**src/rtl/pser_pkg.sv**
```systemverilog
// Shared definitions for the pin serializer/deserializer engine.
// Assumes nothing beyond a SystemVerilog package scope.
package pser_pkg;
    typedef enum logic [1:0] {
        MODE_OFF   = 2'd0,
        MODE_CONT  = 2'd1,
        MODE_TRIG  = 2'd2,
        MODE_DELTA = 2'd3
    } start_mode_e;

    localparam logic [1:0] ADDR_TX  = 2'd0;
    localparam logic [1:0] ADDR_RX  = 2'd1;
    localparam logic [1:0] ADDR_CFG = 2'd2;

    localparam int CFG_W   = 10;
    localparam int MIN_LEN = 4;
endpackage

```
**src/rtl/pser_trig_sync.sv**
```systemverilog
// Two-flop synchroniser for the hardware trigger, plus rising-edge detect.
// Assumes trig_in may be asynchronous; rise is a one-cycle pulse.
module pser_trig_sync (
    input  logic clk,
    input  logic rst_n,
    input  logic trig_in,
    output logic rise
);
    logic [2:0] pipe_q;

    // Shift the trigger through two sync stages and one history stage.
    always_ff @(posedge clk) begin
        if (!rst_n) pipe_q <= '0;
        else        pipe_q <= {pipe_q[1:0], trig_in};
    end

    assign rise = pipe_q[1] & ~pipe_q[2];
endmodule

```
**src/rtl/pser_shifter.sv**
```systemverilog
// SPI mode-0 frame engine: shifts out a left-aligned word and captures MISO.
// Assumes frame_bits is already clamped to 4..DATA_W and start is only
// honoured while ready. SCK half period is HALF_DIV system clocks.
module pser_shifter #(
    parameter int DATA_W   = 32,
    parameter int HALF_DIV = 2,
    parameter int LEN_W    = $clog2(DATA_W + 1)
) (
    input  logic              clk,
    input  logic              rst_n,
    input  logic              cont_clk,
    input  logic              start,
    input  logic [LEN_W-1:0]  frame_bits,
    input  logic [DATA_W-1:0] load_data,
    input  logic              miso,
    output logic              ready,
    output logic              sck,
    output logic              mosi,
    output logic              cs_n,
    output logic              done,
    output logic [DATA_W-1:0] rx_data
);
    localparam int DIV_W = $clog2(HALF_DIV) + 1;
    localparam logic [LEN_W-1:0] FULL_LEN = LEN_W'(DATA_W);
    localparam logic [DIV_W-1:0] DIV_LAST = DIV_W'(HALF_DIV - 1);

    logic              busy_q;
    logic [DIV_W-1:0]  div_q;
    logic [LEN_W-1:0]  bit_q;
    logic [LEN_W-1:0]  nbits_q;
    logic [DATA_W-1:0] tx_sr_q;
    logic [DATA_W-1:0] rx_sr_q;
    logic              tick;

    assign tick  = (div_q == DIV_LAST);
    assign ready = !busy_q && !sck;
    assign cs_n  = !busy_q;
    assign mosi  = busy_q & tx_sr_q[DATA_W-1];

    // Frame sequencing: load, SCK generation, shifting and completion.
    always_ff @(posedge clk) begin
        if (!rst_n) begin
            busy_q  <= 1'b0;
            div_q   <= '0;
            bit_q   <= '0;
            nbits_q <= '0;
            tx_sr_q <= '0;
            rx_sr_q <= '0;
            rx_data <= '0;
            sck     <= 1'b0;
            done    <= 1'b0;
        end else begin
            done <= 1'b0;
            if (start && ready) begin
                busy_q  <= 1'b1;
                div_q   <= '0;
                bit_q   <= '0;
                nbits_q <= frame_bits;
                tx_sr_q <= load_data << (FULL_LEN - frame_bits);
                rx_sr_q <= '0;
            end else begin
                div_q <= tick ? '0 : div_q + 1'b1;
                if (busy_q) begin
                    if (tick) begin
                        if (!sck) begin
                            sck     <= 1'b1;
                            rx_sr_q <= {rx_sr_q[DATA_W-2:0], miso};
                        end else begin
                            sck <= 1'b0;
                            if (bit_q == nbits_q - 1'b1) begin
                                busy_q  <= 1'b0;
                                done    <= 1'b1;
                                rx_data <= rx_sr_q;
                            end else begin
                                bit_q   <= bit_q + 1'b1;
                                tx_sr_q <= tx_sr_q << 1;
                            end
                        end
                    end
                end else if (cont_clk) begin
                    if (tick) sck <= ~sck;
                end else begin
                    sck <= 1'b0;
                end
            end
        end
    end


    mosi_stable_chk: assert property (@(posedge clk) disable iff (!rst_n)
        (!cs_n && $past(!cs_n) && !$fell(sck)) |-> $stable(mosi));


    done_idle_chk: assert property (@(posedge clk) disable iff (!rst_n)
        done |-> (cs_n && !sck));


    idle_clk_low_chk: assert property (@(posedge clk) disable iff (!rst_n)
        (cs_n && !cont_clk && $past(!cont_clk)) |-> !sck);
endmodule

```
**src/rtl/pser_engine.sv**
```systemverilog
// Pin serializer/deserializer top: register port, source select, start
// control (continuous, trigger edge, change in data) and parallel output.
// Assumes DATA_W is between 10 and 32 so the configuration word fits.
module pser_engine #(
    parameter int DATA_W   = 32,
    parameter int HALF_DIV = 2
) (
    input  logic              clk,
    input  logic              rst_n,
    input  logic [1:0]        reg_addr,
    input  logic              reg_wr,
    input  logic [DATA_W-1:0] reg_wdata,
    output logic [DATA_W-1:0] reg_rdata,
    input  logic [DATA_W-1:0] par_in,
    output logic [DATA_W-1:0] par_out,
    input  logic              trig_in,
    output logic              sck,
    output logic              mosi,
    input  logic              miso,
    output logic              cs_n
);
    import pser_pkg::*;

    localparam int LEN_W = $clog2(DATA_W + 1);
    localparam logic [LEN_W-1:0] FULL_LEN = LEN_W'(DATA_W);

    logic [DATA_W-1:0] tx_q, rx_q, last_sent_q, src_val, mask;
    logic [CFG_W-1:0]  cfg_q;
    logic [5:0]        len_raw;
    logic [LEN_W-1:0]  frame_bits;
    start_mode_e       mode;
    logic              src_pins, cont_clk;
    logic              trig_rise, pending_q, want, start, ready, frame_done;
    logic [DATA_W-1:0] rx_word;

    assign len_raw  = cfg_q[5:0];
    assign mode     = start_mode_e'(cfg_q[7:6]);
    assign src_pins = cfg_q[8];
    assign cont_clk = cfg_q[9];

    // Clamp the programmed frame length into the supported range.
    always_comb begin
        if (int'(len_raw) < MIN_LEN)      frame_bits = LEN_W'(MIN_LEN);
        else if (int'(len_raw) > DATA_W)  frame_bits = FULL_LEN;
        else                              frame_bits = LEN_W'(len_raw);
    end

    assign mask    = {DATA_W{1'b1}} >> (FULL_LEN - frame_bits);
    assign src_val = (src_pins ? par_in : tx_q) & mask;

    // Decide whether the selected start mode wants a frame now.
    always_comb begin
        case (mode)
            MODE_CONT:  want = 1'b1;
            MODE_TRIG:  want = pending_q;
            MODE_DELTA: want = (src_val != last_sent_q);
            default:    want = 1'b0;
        endcase
    end

    assign start = want && ready;

    // Register writes for transmit data and configuration.
    always_ff @(posedge clk) begin
        if (!rst_n) begin
            tx_q  <= '0;
            cfg_q <= '0;
        end else if (reg_wr) begin
            if (reg_addr == ADDR_TX)  tx_q  <= reg_wdata;
            if (reg_addr == ADDR_CFG) cfg_q <= reg_wdata[CFG_W-1:0];
        end
    end

    // Combinational register read mux.
    always_comb begin
        case (reg_addr)
            ADDR_TX:  reg_rdata = tx_q;
            ADDR_RX:  reg_rdata = rx_q;
            ADDR_CFG: reg_rdata = DATA_W'(cfg_q);
            default:  reg_rdata = '0;
        endcase
    end

    // Remember one trigger edge until a frame can start for it.
    always_ff @(posedge clk) begin
        if (!rst_n)                 pending_q <= 1'b0;
        else if (mode != MODE_TRIG) pending_q <= 1'b0;
        else if (trig_rise)         pending_q <= 1'b1;
        else if (start)             pending_q <= 1'b0;
    end

    // Keep the last value sent for change-in-data comparison.
    always_ff @(posedge clk) begin
        if (!rst_n)     last_sent_q <= '0;
        else if (start) last_sent_q <= src_val;
    end

    // Publish the received word on the pins and in the register together.
    always_ff @(posedge clk) begin
        if (!rst_n) begin
            par_out <= '0;
            rx_q    <= '0;
        end else if (frame_done) begin
            par_out <= rx_word;
            rx_q    <= rx_word;
        end
    end

    pser_trig_sync u_sync (
        .clk     (clk),
        .rst_n   (rst_n),
        .trig_in (trig_in),
        .rise    (trig_rise)
    );

    pser_shifter #(
        .DATA_W   (DATA_W),
        .HALF_DIV (HALF_DIV),
        .LEN_W    (LEN_W)
    ) u_shift (
        .clk        (clk),
        .rst_n      (rst_n),
        .cont_clk   (cont_clk),
        .start      (start),
        .frame_bits (frame_bits),
        .load_data  (src_val),
        .miso       (miso),
        .ready      (ready),
        .sck        (sck),
        .mosi       (mosi),
        .cs_n       (cs_n),
        .done       (frame_done),
        .rx_data    (rx_word)
    );


    par_out_hold_chk: assert property (@(posedge clk) disable iff (!rst_n)
        !$past(frame_done) |-> $stable(par_out));


    no_start_off_chk: assert property (@(posedge clk) disable iff (!rst_n)
        $fell(cs_n) |-> ($past(mode) != MODE_OFF));
endmodule

```
**config.mk**
```make
export PLATFORM = sky130hd
export DESIGN_NAME = pser_engine
export DESIGN_NICKNAME = d
export VERILOG_FILES = /design/src/rtl/pser_pkg.sv /design/src/rtl/pser_trig_sync.sv /design/src/rtl/pser_shifter.sv /design/src/rtl/pser_engine.sv
export SDC_FILE = /design/constraint.sdc
export NUM_CORES = 1
export LEC_CHECK = 0
export ABC_AREA = 0
export BUFFER_PORTS_ARGS = -buffer_cell sky130_fd_sc_hd__buf_4
export CORE_ASPECT_RATIO = 1.25
export CORE_UTILIZATION = 35
export CTS_CLUSTER_SIZE = 25
export DETAILED_ROUTE_END_ITERATION = 16
export GPL_TIMING_DRIVEN = 0
export PLACE_DENSITY = 0.48
export SYNTH_ARGS = -nofsm -noshare
export SYNTH_HDL_FRONTEND = slang
export SYNTH_SLANG_ARGS = --single-unit
```
**constraint.sdc**
```tcl
create_clock -name clk -period 6.3 [get_ports clk]
set_input_delay 1.575 -clock clk [delete_from_list [all_inputs] [get_ports clk]]
set_output_delay 1.575 -clock clk [all_outputs]
set_load 0.02 [all_outputs]
```
==> impl_metrics.json <==
{
  "grt_pass1_vias": 12600,
  "powerDensity_nw_per_um2": 223,
  "crit_buf_inv": 7,
  "synth-seq-cells": 223,
  "mostFrequentLayoutCell": "dfxtp_1",
  "r2r_cells": 19,
  "core_um2": 35600,
  "overflow": 0,
  "power_uw": 3400,
  "fp.dieH_um": 215,
  "finalCritPeriodShare_pct": 97.2,
  "cp_slowest_stage_delay_ps": 510,
  "finClkSkew_ps": 36.9,
  "drv_cap": 0,
  "dieArea_um2": 37000,
  "drive_gt1_share_pct": 16.4,
  "cts_root_buf": "clkbuf_16",
  "yosys_most_used_dff": "dfxtp_1",
  "yosysWarnings": 0,
  "async_flop_share_pct": 0,
  "syn_nets": 1643,
  "cts_buffer_depth": 3,
  "cts_sinks": 223,
  "hold_buffers": 0,
  "yosys.area.top_type": "dfxtp_1",
  "place.gp.congestion": 0.956,
  "synthCells": 1566,
  "initial_core_util_pct": 35.6,
  "antenna_cells": 0,
  "rsz0062_at_grt": "false",
  "die_w_um": 172,
  "slew-limit-headroom_pct": 33.9,
  "crit_type": "reg2reg",
  "syn_to_final_growth_pct": 20.1,
  "synth_cell_types": 88,
  "vdd_drop_max_v": 0.000215,
  "drtPass1Iterations": 7,
  "drc": 0,
  "crit_path_top_delay_cell": "a2111oi_2",
  "max_freq_mhz": 163,
  "maxSlewViolCount": 0,
  "clk_latency_ps": 570,
  "p_leak_uw": 0.00564,
  "rows": 77,
  "track_usage_pct": 29.5,
  "critical_path.cell_chain": "clkbuf_1 -> or3_1 -> nand2_2 -> clkbuf_2 -> buf_2 -> ha_2 -> or4b_1 -> buf_2 -> nand2_4 -> buf_4 -> o211ai_1 -> a32oi_2 -> o2111ai_1 -> a2111oi_2 -> and4_1 -> buf_4 -> o21ai_2 -> buf_2 -> a21oi_1",
  "final_cell_mix": "223 x dfxtp_1, 206 x nand2_1, 157 x a21oi_1",
  "final_hold_viol_count": 0,
  "setup_viol": 0,
  "yosys-top-cells-area": "dfxtp_1 35%, mux2i_1 12%, a21oi_1 6.2%",
  "required_ps": 6770,
  "viasPerCell": 5.78,
  "cts_tree": "done",
  "cp_max_fo": 11,
  "whs_path_depth": 1,
  "critPathMostFrequentCell": "buf_2",
  "hold_ws_ps": 431,
  "arrival_ps": 6590,
  "num_vias": 12900,
  "status": "completed",
  "tightestPinTransition_ps": 991,
  "grt_max_degree": 17,
  "cts_buffers": 26,
  "worst_setup_path_end_kind": "flip-flop",
  "drtIter0Drc": 1244,
  "wirelength_um": 54500,
  "avgSynthCellArea_um2": 8.09,
  "ys_seq_area_share_pct": 35.2,
  "hold_class": "reg2reg",
  "ios": 138,
  "synth_edf_count": 0,
  "final_nets": 1811,
  "critPathLaunchType": "flip-flop",
  "cts.clk_slew.worst_paths_ps": 60,
  "grt_pass1_wl_um": 81200,
  "wl_per_cell_um": 24.5,
  "htreeDepth": 1,
  "syn-cell-area_um2": 12700,
  "antenna_found_initial": 0,
  "crit_cells": 19,
  "portBuffers": 134,
  "ant_nets": 0,
  "crit_family": "buffers and inverters",
  "synth_top_cell_area_share_pct": 35.2,
  "period_needed_ps": 6130,
  "dpl.hpwl_um": 42600
}
## layer usage
layer / vias to the layer above / track usage, % / part of all wire, %
li1: 6010 / - / -
met1: 6226 / 34.0 / 39
met2: 489 / 51.3 / 49
met3: 157 / 5.05 / 5.8
met4: 0 / 15.8 / 6.1
met5: - / 0 / 0
## cells by family after synthesis
group           Yosys count  share of synthesized area, %
fa+ha+maj                 6                         0.592
simple gates            526                          18.7
xor+xnor                 32                          2.27
flops                   223                          35.2
mux                     180                          14.9
buf+inv                 166                          5.68
compound gates          433                          22.7
## where the power goes
group,internal [uW],total [uW],leakage [uW],switching [uW]
logic,129,405,0.00341,276
clock network,904,1550,0.000424,644
registers,1430,1440,0.00180,16.4
total,2460,3400,0.00564,937
## cells in the mapped netlist, types with 6 or more instances
| cell type | n |
|---|---|
| buf_2 | 26 |
| a22oi_1 | 6 |
| buf_1 | 11 |
| a21o_1 | 8 |
| nand2_1 | 207 |
| or4_1 | 7 |
| xor2_1 | 13 |
| nor2_1 | 151 |
| buf_4 | 7 |
| o21a_1 | 6 |
| nand4_1 | 14 |
| a211oi_1 | 30 |
| or3_1 | 13 |
| mux2i_1 | 155 |
| o21ai_0 | 62 |
| ha_1 | 6 |
| a221oi_1 | 8 |
| clkbuf_1 | 95 |
| inv_1 | 19 |
| and2_1 | 9 |
| a211o_1 | 6 |
| a21oi_1 | 157 |
| dfxtp_1 | 223 |
| nor4_1 | 7 |
| a31oi_1 | 13 |
| o311a_1 | 7 |
| nand2b_1 | 9 |
| mux2_2 | 19 |
| o211ai_1 | 15 |
| xnor2_1 | 18 |
| nor3_1 | 27 |
| a311oi_1 | 13 |
| nand3_1 | 50 |
| o211a_1 | 6 |
| nor2b_1 | 10 |
| o21ai_1 | 25 |
## final cells by class
class / count / area, um^2
tap: 474 / 593
clock buffer: 37 / 742
clock inverter: 10 / 120
timing repair buffer: 142 / 1070
buffer: 142 / 634
multi-input combinational: 1177 / 7520
fill: 3739 / 20300
inverter: 22 / 87.6
sequential: 223 / 4460
## registers in the layout, indices dropped and copies added (netlist names), 3 cells and up
register / count
u_shift.bit_q: 6
rx_q: 32
u_shift.rx_data: 32
u_shift.tx_sr_q: 32
tx_q: 32
cfg_q: 10
u_shift.nbits_q: 6
u_sync.pipe_q: 3
u_shift.rx_sr_q: 32
last_sent_q: 32
## worst reg2reg max path: stages (launching register included)
cell	delay, ps
dfxtp_1	390
clkbuf_1	260
or3_1	450
nand2_2	280
clkbuf_2	370
buf_2	360
ha_2	360
or4b_1	450
buf_2	190
nand2_4	170
buf_4	210
o211ai_1	270
a32oi_2	370
o2111ai_1	180
a2111oi_2	510
and4_1	290
buf_4	200
o21ai_2	230
buf_2	330
a21oi_1	150
## worst paths after layout
| path | startpoint | end | slack, ps |
|---|---|---|---|
| hold reg to reg | u_sync.pipe_q[0]$_SDFF_PN0_ | u_sync.pipe_q[1]$_SDFF_PN0_ | 430 |
| setup / recovery | cfg_q[3]$_SDFFE_PN0P_ | u_shift.rx_sr_q[17]$_SDFFE_PP0P_ | 170 |
| setup reg to reg | cfg_q[3]$_SDFFE_PN0P_ | u_shift.rx_sr_q[17]$_SDFFE_PP0P_ | 170 |
| hold / removal | u_sync.pipe_q[0]$_SDFF_PN0_ | u_sync.pipe_q[1]$_SDFF_PN0_ | 430 |
## metrics by stage
step                utilization (%)  setup TNS, ps  setup slack, ps  cell area [um^2]  cells
finish                         42.8              0              174             15200   2227
global route                   42.8              0             7.45             15200   2227
CTS                            42.6              0             5.50             15100   2220
detailed placement             40.1         -52860             -613             14300   2174
global placement               40.1         -60620             -701             14300   2174
floorplan                         -              0             1740             12700   1566
## what timing repair did
| action | CTS | global route |
|---|---|---|
| gates resized for setup | 7 | 5 |
| endpoints found under the setup margin | 113 | 111 |
| pin swaps | 0 | 1 |
| buffers inserted | 0 | 8 |
Note: power is estimated with default switching activity, not from simulation.
